**config.mk**
```make
export PLATFORM = sky130hd
export DESIGN_NAME = bsync_event_decoder
export DESIGN_NICKNAME = d
export VERILOG_FILES = /design/src/rtl/bsync_pkg.sv /design/src/rtl/bsync_line_sync.sv /design/src/rtl/bsync_cell_timer.sv /design/src/rtl/bsync_frame_fsm.sv /design/src/rtl/bsync_event_decoder.sv
export SDC_FILE = /design/constraint.sdc
export NUM_CORES = 1
export LEC_CHECK = 0
export CAP_MARGIN = 20
export CORE_UTILIZATION = 61
export DETAILED_ROUTE_END_ITERATION = 6
export DONT_BUFFER_PORTS = 1
export GPL_TIMING_DRIVEN = 1
export PLACE_DENSITY_LB_ADDON = 0.25
export SLEW_MARGIN = 10
export SYNTH_ARGS = -nofsm -noshare
export SYNTH_HDL_FRONTEND = slang
export SYNTH_SLANG_ARGS = --single-unit
export TNS_END_PERCENT = 100
```
**constraint.sdc**
```tcl
create_clock -name clk_2x -period 2.3 [get_ports clk_2x]
set_input_delay 0.23 -clock clk_2x [delete_from_list [all_inputs] [get_ports clk_2x]]
set_output_delay 0.23 -clock clk_2x [all_outputs]
set_load 0.02 [all_outputs]
```
**src/rtl/bsync_pkg.sv**
```systemverilog
package bsync_pkg;

    typedef enum logic {
        CELL_SEEK,
        CELL_TRACK
    } cell_state_e;

    typedef enum logic [1:0] {
        FRM_WAIT,
        FRM_DATA,
        FRM_PARITY
    } frame_state_e;

endpackage

```
**src/rtl/bsync_line_sync.sv**
```systemverilog
module bsync_line_sync #(
    parameter int STAGES = 2
) (
    input  logic clk,
    input  logic rst_n,
    input  logic line_i,
    output logic edge_o
);
    logic [STAGES-1:0] sync_q;
    logic              prev_q;

    always_ff @(posedge clk or negedge rst_n) begin
        if (!rst_n) begin
            sync_q <= '0;
            prev_q <= 1'b0;
        end else begin
            sync_q <= {sync_q[STAGES-2:0], line_i};
            prev_q <= sync_q[STAGES-1];
        end
    end

    always_comb edge_o = sync_q[STAGES-1] ^ prev_q;

endmodule

```
**src/rtl/bsync_cell_timer.sv**
```systemverilog
module bsync_cell_timer
    import bsync_pkg::*;
#(
    parameter int CELL_TICKS = 14
) (
    input  logic clk,
    input  logic rst_n,
    input  logic edge_i,
    output logic cell_done_o,
    output logic cell_bit_o,
    output logic lost_o
);
    localparam int CNT_W = $clog2(CELL_TICKS);
    localparam int HALF  = CELL_TICKS / 2;
    localparam logic [CNT_W-1:0] MID_LO    = CNT_W'(HALF - 4);
    localparam logic [CNT_W-1:0] MID_HI    = CNT_W'(HALF + 2);
    localparam logic [CNT_W-1:0] SAMPLE_AT = CNT_W'(HALF + 3);
    localparam logic [CNT_W-1:0] BOUND_LO  = CNT_W'(HALF + 4);
    localparam logic [CNT_W-1:0] LAST      = CNT_W'(CELL_TICKS - 1);

    cell_state_e      st_q, st_d;
    logic [CNT_W-1:0] cnt_q, cnt_d;
    logic             mid_q, mid_d;
    logic             lost;

    always_ff @(posedge clk or negedge rst_n) begin
        if (!rst_n) begin
            st_q  <= CELL_SEEK;
            cnt_q <= '0;
            mid_q <= 1'b0;
        end else begin
            st_q  <= st_d;
            cnt_q <= cnt_d;
            mid_q <= mid_d;
        end
    end

    always_comb begin
        st_d  = st_q;
        cnt_d = cnt_q;
        mid_d = mid_q;
        lost  = 1'b0;
        unique case (st_q)
            CELL_SEEK: begin
                if (edge_i) begin
                    st_d  = CELL_TRACK;
                    cnt_d = '0;
                    mid_d = 1'b0;
                end
            end
            CELL_TRACK: begin
                if (edge_i) begin
                    if (cnt_q >= BOUND_LO) begin
                        cnt_d = '0;
                        mid_d = 1'b0;
                    end else if (cnt_q >= MID_LO && cnt_q <= MID_HI && !mid_q) begin
                        mid_d = 1'b1;
                        cnt_d = cnt_q + 1'b1;
                    end else begin
                        lost = 1'b1;
                    end
                end else if (cnt_q == LAST) begin
                    lost = 1'b1;
                end else begin
                    cnt_d = cnt_q + 1'b1;
                end
            end
            default: st_d = CELL_SEEK;
        endcase
        if (lost) begin
            st_d  = CELL_SEEK;
            cnt_d = '0;
            mid_d = 1'b0;
        end
    end

    always_comb begin
        cell_done_o = (st_q == CELL_TRACK) && (cnt_q == SAMPLE_AT) && !edge_i;
        cell_bit_o  = mid_q;
        lost_o      = lost;
    end

endmodule

```
**src/rtl/bsync_frame_fsm.sv**
```systemverilog
module bsync_frame_fsm
    import bsync_pkg::*;
#(
    parameter int CODE_W = 8
) (
    input  logic              clk,
    input  logic              rst_n,
    input  logic              cell_done_i,
    input  logic              cell_bit_i,
    input  logic              lost_i,
    output logic              ok_o,
    output logic              bad_o,
    output logic [CODE_W-1:0] byte_o
);
    localparam int NB_W = $clog2(CODE_W);
    localparam logic [NB_W-1:0] NB_LAST = NB_W'(CODE_W - 1);

    frame_state_e      state_q, state_d;
    logic [CODE_W-1:0] sh_q, sh_d;
    logic [NB_W-1:0]   nb_q, nb_d;

    always_ff @(posedge clk or negedge rst_n) begin
        if (!rst_n) begin
            state_q <= FRM_WAIT;
            sh_q    <= '0;
            nb_q    <= '0;
        end else begin
            state_q <= state_d;
            sh_q    <= sh_d;
            nb_q    <= nb_d;
        end
    end

    always_comb begin
        state_d = state_q;
        sh_d    = sh_q;
        nb_d    = nb_q;
        unique case (state_q)
            FRM_WAIT: begin
                if (cell_done_i && cell_bit_i) begin
                    state_d = FRM_DATA;
                    nb_d    = '0;
                end
            end
            FRM_DATA: begin
                if (cell_done_i) begin
                    sh_d = {sh_q[CODE_W-2:0], cell_bit_i};
                    nb_d = nb_q + 1'b1;
                    if (nb_q == NB_LAST) state_d = FRM_PARITY;
                end
            end
            FRM_PARITY: begin
                if (cell_done_i) state_d = FRM_WAIT;
            end
            default: state_d = FRM_WAIT;
        endcase
        if (lost_i) state_d = FRM_WAIT;
    end

    always_comb begin
        ok_o   = (state_q == FRM_PARITY) && cell_done_i && ((^sh_q) ^ cell_bit_i);
        bad_o  = (state_q == FRM_PARITY) && cell_done_i && !((^sh_q) ^ cell_bit_i);
        byte_o = sh_q;
    end

    // loss of cell lock abandons any frame in progress
    assert_abort_on_loss_R7: assert property (@(posedge clk) disable iff (!rst_n)
        lost_i |=> (state_q == FRM_WAIT));

endmodule

```
**src/rtl/bsync_event_decoder.sv**
```systemverilog
module bsync_event_decoder #(
    parameter int                 CELL_TICKS  = 14,
    parameter int                 SYNC_STAGES = 2,
    parameter int                 CODE_W      = 8,
    parameter logic [CODE_W-1:0]  MARK_CODE   = 8'hAA
) (
    input  logic              clk_2x,
    input  logic              rst_n,
    input  logic              bsync_line,
    output logic [CODE_W-1:0] event_code,
    output logic              event_stb,
    output logic              mark_stb,
    output logic              parity_err
);
    logic              line_edge;
    logic              cell_done, cell_bit, cell_lost;
    logic              frm_ok, frm_bad;
    logic [CODE_W-1:0] frm_byte;

    bsync_line_sync #(.STAGES(SYNC_STAGES)) u_sync (
        .clk    (clk_2x),
        .rst_n  (rst_n),
        .line_i (bsync_line),
        .edge_o (line_edge)
    );

    bsync_cell_timer #(.CELL_TICKS(CELL_TICKS)) u_timer (
        .clk         (clk_2x),
        .rst_n       (rst_n),
        .edge_i      (line_edge),
        .cell_done_o (cell_done),
        .cell_bit_o  (cell_bit),
        .lost_o      (cell_lost)
    );

    bsync_frame_fsm #(.CODE_W(CODE_W)) u_frame (
        .clk         (clk_2x),
        .rst_n       (rst_n),
        .cell_done_i (cell_done),
        .cell_bit_i  (cell_bit),
        .lost_i      (cell_lost),
        .ok_o        (frm_ok),
        .bad_o       (frm_bad),
        .byte_o      (frm_byte)
    );

    always_ff @(posedge clk_2x or negedge rst_n) begin
        if (!rst_n) begin
            event_code <= '0;
            event_stb  <= 1'b0;
            mark_stb   <= 1'b0;
            parity_err <= 1'b0;
        end else begin
            event_stb  <= frm_ok;
            mark_stb   <= frm_ok && (frm_byte == MARK_CODE);
            parity_err <= frm_bad;
            if (frm_ok) event_code <= frm_byte;
        end
    end

    assert_stb_one_clock_R2: assert property (@(posedge clk_2x) disable iff (!rst_n)
        event_stb |=> !event_stb);

    assert_code_held_R2: assert property (@(posedge clk_2x) disable iff (!rst_n)
        !event_stb |-> $stable(event_code));

    assert_mark_with_code_R3: assert property (@(posedge clk_2x) disable iff (!rst_n)
        mark_stb |-> (event_stb && event_code == MARK_CODE));

    assert_err_excludes_stb_R4: assert property (@(posedge clk_2x) disable iff (!rst_n)
        parity_err |-> !event_stb);

endmodule

```
==> results of run 1 <==
[metal layers]
metal	global-route usage	vias up	wire [um]
li1	-	477	-
met1	0.302	509	1180
met2	0.407	23	1400
met3	0.0667	2	119
met4	0.0658	0	11
met5	0	-	0
[metrics by stage]
stage | hold WS (ns) | instance area [sq um] | std cells | total power (uW) | utilization
6_report | 0.336 | 1710 | 169 | 1290 | 0.738
5_1_grt | 0.338 | 1710 | 169 | 1380 | 0.738
4_1_cts | 0.326 | 1710 | 169 | 1300 | 0.738
3_5_place_dp | -0.0650 | 1600 | 158 | 917 | 0.690
3_3_place_gp | -0.0649 | 1600 | 158 | 900 | 0.690
2_1_floorplan | -0.0656 | 1570 | 130 | 877 | -
[layout by cell type, fill, tap and decap left out, types with 2 or more instances in the layout]
cell,netlist,layout
ha_1,10,10
inv_1,11,11
buf_4,0,2
o2111ai_1,3,3
nand2_1,9,9
nand3_1,4,4
a22o_1,2,2
a21oi_1,2,2
o21ai_0,8,8
dfrtp_1,33,33
dlygate4sd3_1,0,2
nor3_1,2,2
clkbuf_8,0,2
nand4_1,2,2
clkbuf_4,0,5
nor2_1,7,7
mux2_2,17,17
xor2_1,2,2
[cell usage after synthesis (all sizes together)]
cell type | instances | area (sq um)
xnor2 | 2 | 25.0
nand3 | 5 | 37.5
and2 | 1 | 6.26
nand4 | 2 | 12.5
nor2b | 1 | 6.26
a21oi | 2 | 10.0
nand2 | 9 | 33.8
a211oi | 1 | 7.51
o211ai | 1 | 7.51
xor2 | 2 | 17.5
a31oi | 1 | 6.26
inv | 11 | 41.3
nor3 | 2 | 10.0
buf | 2 | 16.3
a22o | 2 | 17.5
xnor3 | 1 | 22.5
o2111ai | 3 | 26.3
nor2 | 7 | 26.3
o21a | 1 | 7.51
or3b | 1 | 8.76
or3 | 1 | 6.26
o21ai | 8 | 40.0
and3 | 1 | 6.26
nand4b | 1 | 8.76
dfrtp | 33 | 826
ha | 10 | 125
mux2 | 17 | 191
o31ai | 1 | 7.51
nor4b | 1 | 8.76
[sequential cells by signal, indices dropped and copies added (netlist names), 2 cells and up]
register and cells:
u_timer.cnt_q 4, event_code 8, u_sync.sync_q 2, u_frame.byte_o 8, u_frame.state_q 2, u_frame.nb_q 3
[kinds of logic (layout without fill, tap and decap cells)]
kind of cell	after synthesis	after routing	share of synthesized area
flip-flops	33	33	0.527
AND/OR/NAND/NOR	32	32	0.109
AO/OA/AOI/OAI	20	20	0.0831
multiplexers	17	17	0.122
buffers and inverters	13	24	0.0367
adder cells (fa/ha/maj)	10	10	0.0799
XOR/XNOR	5	5	0.0415
[how the worst max path moves through the flow]
stage	from	cells after the start	end	slack, ns
final	u_frame.byte_o[2]$_DFFE_PN0P_	6	event_code[1]$_DFFE_PN0P_	0.32
after global placement	u_frame.byte_o[2]$_DFFE_PN0P_	6	event_code[3]$_DFFE_PN0P_	0.43
after global routing	u_timer.cnt_q[1]$_DFFE_PN0P_	6	u_timer.cnt_q[0]$_DFFE_PN0P_	0.09
after detailed placement	u_frame.byte_o[2]$_DFFE_PN0P_	6	event_code[1]$_DFFE_PN0P_	0.31
after CTS	u_frame.byte_o[2]$_DFFE_PN0P_	6	event_code[1]$_DFFE_PN0P_	0.31
after floorplan	u_frame.byte_o[2]$_DFFE_PN0P_	6	event_code[0]$_DFFE_PN0P_	0.49
[power by group through the flow]
stage          registers [uW]  clock network, uW  logic (uW)
2_1_floorplan             674                  0         203
3_3_place_gp              695                  0         204
3_5_place_dp              701                  0         216
4_1_cts                   689                371         236
5_1_grt                   703                403         277
6_report                  691                364         237
[worst max-delay path: stages (launching register included)]
cell     delay, ns
dfrtp_1       0.40
inv_1         0.06
ha_1          0.30
xnor3_1       0.38
xnor2_2       0.22
nand3_4       0.19
mux2_2        0.32
[final cells by class]
type / count / share of cell area
clock inverters: 1 / 0.00293
multi-input cells: 84 / 0.399
clock buffers: 7 / 0.0380
flip-flops and latches: 33 / 0.483
inverters: 11 / 0.0241
repair buffers: 5 / 0.0322
well taps: 28 / 0.0205
==> implementation parameters, run 1 <==
Parameter                              Value

Pwr
  Internal portion of total power ... 894 uW
  Relative contribution of combinational cells to total power ... 0.183
  Sw Ratio ... 0.308
  Worst vdd rail ir drop ... roughly 580 uV
  Fraction of power consumed by the clock network ... 0.282
  Power Density ... 755 mW/mm^2
  Net switching power ... 398 uW
  LEAKAGE ... 0.000845 uW
  Sequential power share ... 0.535

Placed design
  Port Buf Inserts ... 0
  RD Place Congestion ... 0.853
  Pre-CTS worst setup slack ... 0.315 ns
  HPWL after DPL ... 2000 um

Setup path
  Number of cells on the worst reg-to-reg path ... 6
  Startpoint type of the worst setup path ... flop
  Endpoint arrival time on the critical path ... 2.19 ns
  RR Endpoint ... event_code[1]$_DFFE_PN0P_
  Setup CP Type ... reg2reg
  Maximum fanout along the worst path ... 10
  FF-to-FF setup slack ... 0.32 ns
  RR Startpoint ... u_frame.byte_o[2]$_DFFE_PN0P_
  Category of the worst setup path capture point ... flop
  Required time worst endpoint ... roughly 2.5 ns

Route
  Final wirelength ... around 2700 um
  Iteration-0 DRC Markers ... 21
  Remaining antenna violation count ... 0
  Routed length per placed instance ... 16.1 um
  DRC errors left ... 0
  Vias per inst ... 5.98
  Detailed-router iteration count before antenna repair ... 5
  Detailed-route via count ... a little over 1000

Clocking
  Number of setup buffers added after CTS ... 0
  Buffer depth of the longest clock path ... 2
  Number of buffers inserted during clock tree synthesis ... 5
  Num Clock Sinks ... 33
  PostCTS Resize Cnt ... 0
  Source-to-sink clock delay at the later pin of the worst-skew pair ... 0.32 ns
  Clock tree from TritonCTS ... done
  Clock root cell ... clkbuf_4
  Clock-pin slew reported for the worst setup and hold paths after clock tree synthesis ... 0.10 ns
  CTS Hold Buffers Added ... 3
  Number of H-tree levels ... 2

GRT
  Antenna violations before repair ... 0
  Grt ovf ... 0
  Number of global-route vias before repair ... 1031
  Pin count of the biggest net entering global routing ... 34
  GRT Overall Usage ... 0.241
  First-pass GRT wire length ... roughly 4700 um

Timing
  Top achievable clock speed ... 505 MHz
  Max Clock Skew ... 0.0108 ns
  Sum of negative setup slack ... 0 ns
  Final hold viol count ... 0
  Minimum clock period after layout ... 1.98 ns
  Count of pins over their slew limit ... 0
  Final count of negative-setup-slack endpoints ... 0
  Worst max-slew margin expressed relative to the limit ... 0.542
  Slew at the pin with the worst max-slew slack ... roughly 0.7 ns
  Share of the cycle needed by the critical path after routing ... 0.862
  Setup WS post-layout ... approximately 0.32 ns
  Unrepaired setup endpoints after global routing ... no

Synthesis
  Area of the mapped netlist ... approximately 0.0016 sq mm
  Post-synthesis average cell area ... 12.1 sq um
  Number of storage elements in the synthesis netlist ... 33
  Count of yosys warnings during synthesis ... 0
  Share of the yosys chip area belonging to registers ... 0.527
  Gate count after technology mapping ... 130
  Post-Synthesis Net Count ... about 140
  Post-synth cell types ... 32

Worst hold path
  Type of the tightest min-delay check ... in2async

Outcome
  Status ... completed

Finish
  # nets final ... 153
  Synth-to-Final Area Change ... 9.19%
  Area used by multi-input combinational logic ... 683 sq um
  ANT cells ... 0
  Layout cell share with drive strength beyond 1 ... 0.220
  Number of fillers in the final layout ... between 150 and 200
  FF/Latch Area ... 826 sq um

Floorplanning
  Overall die width ... 52.7 um
  # rows ... 17
  Core box area ... roughly 0.0023 sq mm
  Effective utilization at floorplan ... 0.676
  Die area ... 0.00277 sq mm
  Number of placed I/O pins ... 14
  Height of the chip ... 52.7 um

Flow run
  Max-cap violations ... 0
Note: power is estimated with default switching activity, not from simulation.
==> run 2, diff against run 1 <==
--- a/config.mk
+++ b/config.mk
@@ -7,10 +7,11 @@
 export LEC_CHECK = 0
 export CAP_MARGIN = 20
 export CORE_UTILIZATION = 61
+export CTS_CLUSTER_DIAMETER = 50
 export DETAILED_ROUTE_END_ITERATION = 6
 export DONT_BUFFER_PORTS = 1
 export GPL_TIMING_DRIVEN = 1
-export PLACE_DENSITY_LB_ADDON = 0.25
+export PLACE_DENSITY = 0.77
 export SLEW_MARGIN = 10
 export SYNTH_ARGS = -nofsm -noshare
 export SYNTH_HDL_FRONTEND = slang
==> run 2 against run 1 <==
Effect of this change:
- register-to-register slack got worse by 0.05 ns
- combinational power is essentially flat
- utilization fell by 1.5 points
- count of clock-buffer cells in the layout fell by 1
- clock power is 17% lower
- non-clock buffer count is 2 lower
- first-iteration DRC count did not move
- final cell count fell by 1.2%
==> implementation parameters, run 2 (synthesis gave the netlist of run 1 again) <==
Parameter                              Value

Timing
  Unrepaired setup endpoints after global routing ... no
  Minimum clock period after layout ... 2.03 ns
  Max Clock Skew ... 0.00687 ns
  Count of pins over their slew limit ... 0
  Worst max-slew margin expressed relative to the limit ... 0.590
  Final count of negative-setup-slack endpoints ... 0
  Slew at the pin with the worst max-slew slack ... 0.613 ns
  Top achievable clock speed ... 493 MHz
  Share of the cycle needed by the critical path after routing ... 0.882
  Final hold viol count ... 0
  Sum of negative setup slack ... 0 ns

Outcome
  Status ... completed

GRT
  GRT Overall Usage ... 0.225
  Antenna violations before repair ... 0
  First-pass GRT wire length ... between 4000 and 5000 um
  Grt ovf ... 0
  Number of global-route vias before repair ... 970
  Pin count of the biggest net entering global routing ... 34

Pwr
  Pwr Total ... 1230 uW
  Worst vdd rail ir drop ... roughly 560 uV
  Power Density ... 735 mW/mm^2
  LEAKAGE ... 0.000824 uW

Route
  Routed length per placed instance ... 14.9 um
  Remaining antenna violation count ... 0
  Vias per inst ... 5.87
  Detailed-route via count ... 981
  Iteration-0 DRC Markers ... 21
  DRC errors left ... 0
  Final wirelength ... between 2000 and 2500 um
  Detailed-router iteration count before antenna repair ... 5

Setup path
  Startpoint type of the worst setup path ... flop
  Longest individual stage delay on the worst path ... 0.45 ns
  Setup CP Type ... reg2reg
  CP Cell Sequence ... inv_1 > ha_1 > nand4b_1 > nor3_1 > and2_1 > mux2_2
  Slowest stage cell, crit path ... and2_1
  Maximum fanout along the worst path ... 11
  Category of the worst setup path capture point ... flop
  RR Startpoint ... u_timer.cnt_q[0]$_DFFE_PN0P_
  Startpoint of the worst setup timing path ... u_timer.cnt_q[0]$_DFFE_PN0P_
  Required time worst endpoint ... 2.53 ns
  Endpoint arrival time on the critical path ... 2.26 ns

Placed design
  RD Place Congestion ... 0.803
  Port Buf Inserts ... 0
  Cell Area, Placed ... around 0.0016 sq mm
  HPWL after DPL ... 1790 um

Worst hold path
  Type of the tightest min-delay check ... in2async

Floorplanning
  Overall die width ... 52.7 um
  Height of the chip ... approximately 53 um
  Effective utilization at floorplan ... 0.676
  Number of placed I/O pins ... 14
  Core box area ... 0.00232 sq mm
  # rows ... 17
  Die area ... 0.00277 sq mm

Clocking
  Number of H-tree levels ... 2
  Source-to-sink clock delay at the later pin of the worst-skew pair ... 0.33 ns
  Number of buffers inserted during clock tree synthesis ... 5
  Clock root cell ... clkbuf_4
  PostCTS Resize Cnt ... 0
  Clock tree from TritonCTS ... done
  Buffer depth of the longest clock path ... 2
  Clock-pin slew reported for the worst setup and hold paths after clock tree synthesis ... approximately 0.10 ns
  Num Clock Sinks ... 33

Finish
  ANT cells ... 0
  Synth-to-Final Area Change ... 7.03%
  Post-layout instance area ... 0.00168 sq mm
  Highest-count cells in the layout ignoring fill and taps ... dfrtp_1 (33), mux2_2 (17), inv_1 (11)
  Layout cell share with drive strength beyond 1 ... 0.201
  # nets final ... ~150
  Most common cell after layout, fill and taps aside ... dfrtp_1

Flow run
  Max-cap violations ... 0
==> run 2: changes by cell type in the layout (fill, tap and decap cells not counted), sizes merged <==
cell,delta
buf,-2
clkbuf,-1
clkinv,+1
==> run 2: timing repair <==
| item | 4_1_cts | 5_1_grt |
|---|---|---|
| endpoints found under the hold margin | 34 | 0 |
| buffers inserted | 0 | 0 |
| hold buffers | 3 | 0 |
==> run 2: report_power, final <==
part           internal (uW)  switching, uW  total (uW)
logic                   96.1            143         239
clock network            116            186         302
registers                621           69.9         691
total                    834            398        1230
==> run 2: critical path: cells and delay by family (launching register included) <==
kind          cells  cell delay, ns
fa+ha+maj         1            0.14
buf+inv           1            0.10
flops             1            0.44
mux               1            0.40
simple gates      3            0.83
==> run 2: path summary, 6_finish.rpt <==
kind                                                 endpoint  slack (ns)  cells past startpoint
worst min register to register     u_sync.sync_q[1]$_DFF_PN0_        0.36                      0
worst min-delay path                event_code[1]$_DFFE_PN0P_        0.32                      2
min in group clk_2x                u_sync.sync_q[1]$_DFF_PN0_        0.36                      0
max in group asynchronous        u_timer.cnt_q[0]$_DFFE_PN0P_        1.81                      2
worst max-delay path            u_frame.byte_o[1]$_DFFE_PN0P_        0.27                      6
worst max register to register  u_frame.byte_o[1]$_DFFE_PN0P_        0.27                      6
==> run 2: final cells by class <==
class | instances | area [sq um]
clock buffer | 6 | 41.3
clock inverter | 2 | 10.0
fill | 153 | 642
inverter | 11 | 41.3
multi-input combinational | 84 | 683
sequential | 33 | 826
tap | 28 | 35.0
timing repair buffer | 3 | 40.0
==> run 2: through the flow <==
stage | cells | worst slack, ns | hold slack [ns] | utilization
3_3_place_gp | 156 | 0.369 | -0.0649 | 0.684
3_5_place_dp | 156 | 0.278 | -0.0648 | 0.684
5_1_grt | 167 | 0.0737 | 0.307 | 0.723
2_1_floorplan | 130 | 0.490 | -0.0656 | -
6_report | 167 | 0.272 | 0.322 | 0.723
4_1_cts | 167 | 0.268 | 0.321 | 0.723
==> run 2: per-layer routing <==
metal / vias up / wire length [um] / track usage
met3: 7 / 127 / 0.0928
li1: 474 / - / -
met4: 0 / 56 / 0.118
met1: 479 / 1160 / 0.282
met2: 21 / 1150 / 0.329
met5: - / 0 / 0
==> run 3, diff against run 2 <==
--- a/config.mk
+++ b/config.mk
@@ -6,11 +6,13 @@
 export NUM_CORES = 1
 export LEC_CHECK = 0
 export CAP_MARGIN = 20
+export CORE_ASPECT_RATIO = 0.7
 export CORE_UTILIZATION = 61
 export CTS_CLUSTER_DIAMETER = 50
 export DETAILED_ROUTE_END_ITERATION = 6
 export DONT_BUFFER_PORTS = 1
 export GPL_TIMING_DRIVEN = 1
+export MAX_ROUTING_LAYER = met4
 export PLACE_DENSITY = 0.77
 export SLEW_MARGIN = 10
 export SYNTH_ARGS = -nofsm -noshare
==> run 3 against run 2 <==
Effect of this change:
- sequential share of layout area decreased by 0.90 points
- non-clock buffer count increased by 1
- highest routed layer unchanged
- via count increased by 1.3%
- utilization increased by 2.7 points
- largest cell class unchanged
- critical path depth increased by 1
- sequential power about the same
==> implementation parameters, run 3 (synthesis gave the netlist of run 1 again) <==
Parameter                              Value

Timing
  Top achievable clock speed ... 490 MHz
  Worst max-slew margin expressed relative to the limit ... 0.594
  Sum of negative setup slack ... 0 ns
  Setup WS post-layout ... 0.259 ns
  Share of the cycle needed by the critical path after routing ... 0.888
  Count of pins over their slew limit ... 0
  Slew at the pin with the worst max-slew slack ... 0.607 ns
  Final hold viol count ... 0
  Minimum clock period after layout ... 2.04 ns
  Final count of negative-setup-slack endpoints ... 0
  Max Clock Skew ... 0.00826 ns
  Unrepaired setup endpoints after global routing ... no

Flow run
  Max-cap violations ... 0

Finish
  Number of standard cells in the layout, taps in and fillers out ... 172
  Post-layout util ... 0.750
  Synth-to-Final Area Change ... 9.03%
  Layout cell share with drive strength beyond 1 ... 0.214
  Highest-count cells in the layout ignoring fill and taps ... dfrtp_1 (33), mux2_2 (17), inv_1 (11)
  Most common cell after layout, fill and taps aside ... dfrtp_1
  Post-layout instance area ... 0.00171 sq mm
  FF/Latch Area ... 826 sq um
  # nets final ... 152
  Area used by multi-input combinational logic ... 683 sq um
  Number of fillers in the final layout ... 146
  ANT cells ... 0

Placed design
  HPWL after DPL ... approximately 2000 um
  Port Buf Inserts ... 0
  Cell Area, Placed ... 0.00160 sq mm
  RD Place Congestion ... 0.878
  Pre-CTS worst setup slack ... 0.304 ns
  Number of placed instances with taps included ... 161

GRT
  Grt ovf ... 0
  GRT Overall Usage ... 0.252
  First-pass GRT wire length ... approximately 4700 um
  Pin count of the biggest net entering global routing ... 34
  Antenna violations before repair ... 0
  Number of global-route vias before repair ... between 1000 and 1500

Setup path
  RR Startpoint ... u_timer.cnt_q[0]$_DFFE_PN0P_
  Startpoint type of the worst setup path ... flop
  Required time worst endpoint ... roughly 2.5 ns
  Endpoint arrival time on the critical path ... 2.27 ns
  Delay-heaviest family, CP ... simple AND/OR/NAND/NOR gates
  Maximum fanout along the worst path ... 8
  Setup CP Type ... reg2reg
  Worst path bufs/invs ... 2
  Slowest stage cell, crit path ... dfrtp_1
  Longest individual stage delay on the worst path ... 0.45 ns
  Category of the worst setup path capture point ... flop
  FF-to-FF setup slack ... between 0.2 and 0.3 ns
  CP Cell Sequence ... inv_1 > ha_1 > nand4b_1 > nor3_1 > and2_1 > buf_4 > mux2_2
  Number of cells on the worst reg-to-reg path ... 7
  RR Endpoint ... u_frame.byte_o[6]$_DFFE_PN0P_

Route
  Remaining antenna violation count ... 0
  Routed length per placed instance ... 16.5 um
  Detailed-route via count ... 994
  Final wirelength ... 2830 um
  Vias per inst ... 5.78
  Detailed-router iteration count before antenna repair ... 4
  Iteration-0 DRC Markers ... 32
  DRC errors left ... 0

Clocking
  Buffer depth of the longest clock path ... 2
  Num Clock Sinks ... 33
  Clock root cell ... clkbuf_4
  Clock tree from TritonCTS ... done
  Clock-pin slew reported for the worst setup and hold paths after clock tree synthesis ... 0.10 ns
  Number of H-tree levels ... 2
  Number of buffers inserted during clock tree synthesis ... 5
  Source-to-sink clock delay at the later pin of the worst-skew pair ... about 0.34 ns

Floorplanning
  Number of placed I/O pins ... 14
  Height of the chip ... about 44 um
  Die area ... 0.00278 sq mm
  Effective utilization at floorplan ... 0.688
  Core box area ... 0.00228 sq mm
  # rows ... 14
  Overall die width ... 62.6 um

Pwr
  Power Density ... 764 mW/mm^2
  LEAKAGE ... roughly 0.00084 uW
  Worst vdd rail ir drop ... 585 uV

Outcome
  Status ... completed

Worst hold path
  Type of the tightest min-delay check ... in2async
[run 3: cell count changes in the layout (fill, tap and decap cells not counted), sizes merged]
| cell | delta |
|---|---|
| buf | +1 |
| clkbuf | +1 |
| clkinv | -1 |
[run 3: area by class of cell]
type / instances / area share
Inverter: 11 / 0.0242
Sequential cell: 33 / 0.484
Multi-Input combinational cell: 84 / 0.400
Timing Repair Buffer: 4 / 0.0278
Tap cell: 32 / 0.0234
Clock inverter: 1 / 0.00293
Clock buffer: 7 / 0.0381
[run 3: power breakdown]
part	internal (uW)	switching, uW	leakage, uW
Sequential	621	72.3	0.000449
Clock	177	193	0.0000413
Combinational	96.5	144	0.000349
[run 3: worst max-delay path by stage]
| stage | from | endpoint | depth (start not counted) | slack [ns] |
|---|---|---|---|---|
| after floorplan | u_frame.byte_o[2]$_DFFE_PN0P_ | event_code[0]$_DFFE_PN0P_ | 6 | 0.49 |
| after global placement | u_frame.byte_o[2]$_DFFE_PN0P_ | event_code[0]$_DFFE_PN0P_ | 6 | 0.38 |
| after detailed placement | u_frame.byte_o[2]$_DFFE_PN0P_ | event_code[7]$_DFFE_PN0P_ | 6 | 0.30 |
| after CTS | u_timer.cnt_q[0]$_DFFE_PN0P_ | u_frame.byte_o[3]$_DFFE_PN0P_ | 7 | 0.28 |
| after global routing | u_timer.cnt_q[1]$_DFFE_PN0P_ | u_timer.cnt_q[0]$_DFFE_PN0P_ | 6 | 0.11 |
| final | u_timer.cnt_q[0]$_DFFE_PN0P_ | u_frame.byte_o[6]$_DFFE_PN0P_ | 7 | 0.26 |
[run 3: timing repair]
action / in CTS / in global routing
endpoints found under the hold margin: 34 / 0
setup buffers: 0 / 0
setup endpoints to repair: 0 / 0
gates resized for setup: 0 / 0
hold buffers: 3 / 0
[run 3: per-stage QoR]
step | total power [uW] | hold WS, ns
after detailed placement | 924 | -0.0650
final | 1300 | 0.335
after global routing | 1380 | 0.354
after CTS | 1310 | 0.329
after global placement | 908 | -0.0649
after floorplan | 877 | -0.0656
[run 3: per-layer routing]
metal	track usage	vias to the layer above	part of all wire
met5	-	-	0
met4	0.0977	0	0.0099
met3	0.106	3	0.067
met2	0.383	39	0.45
met1	0.303	475	0.48
li1	-	477	-
[run 3: worst reg2reg max path, delay by kind of cell, from the launching register on]
kind	cells	cell delay, ns
simple gates	3	0.68
flops	1	0.45
mux	1	0.35
buf+inv	2	0.31
fa+ha+maj	1	0.16
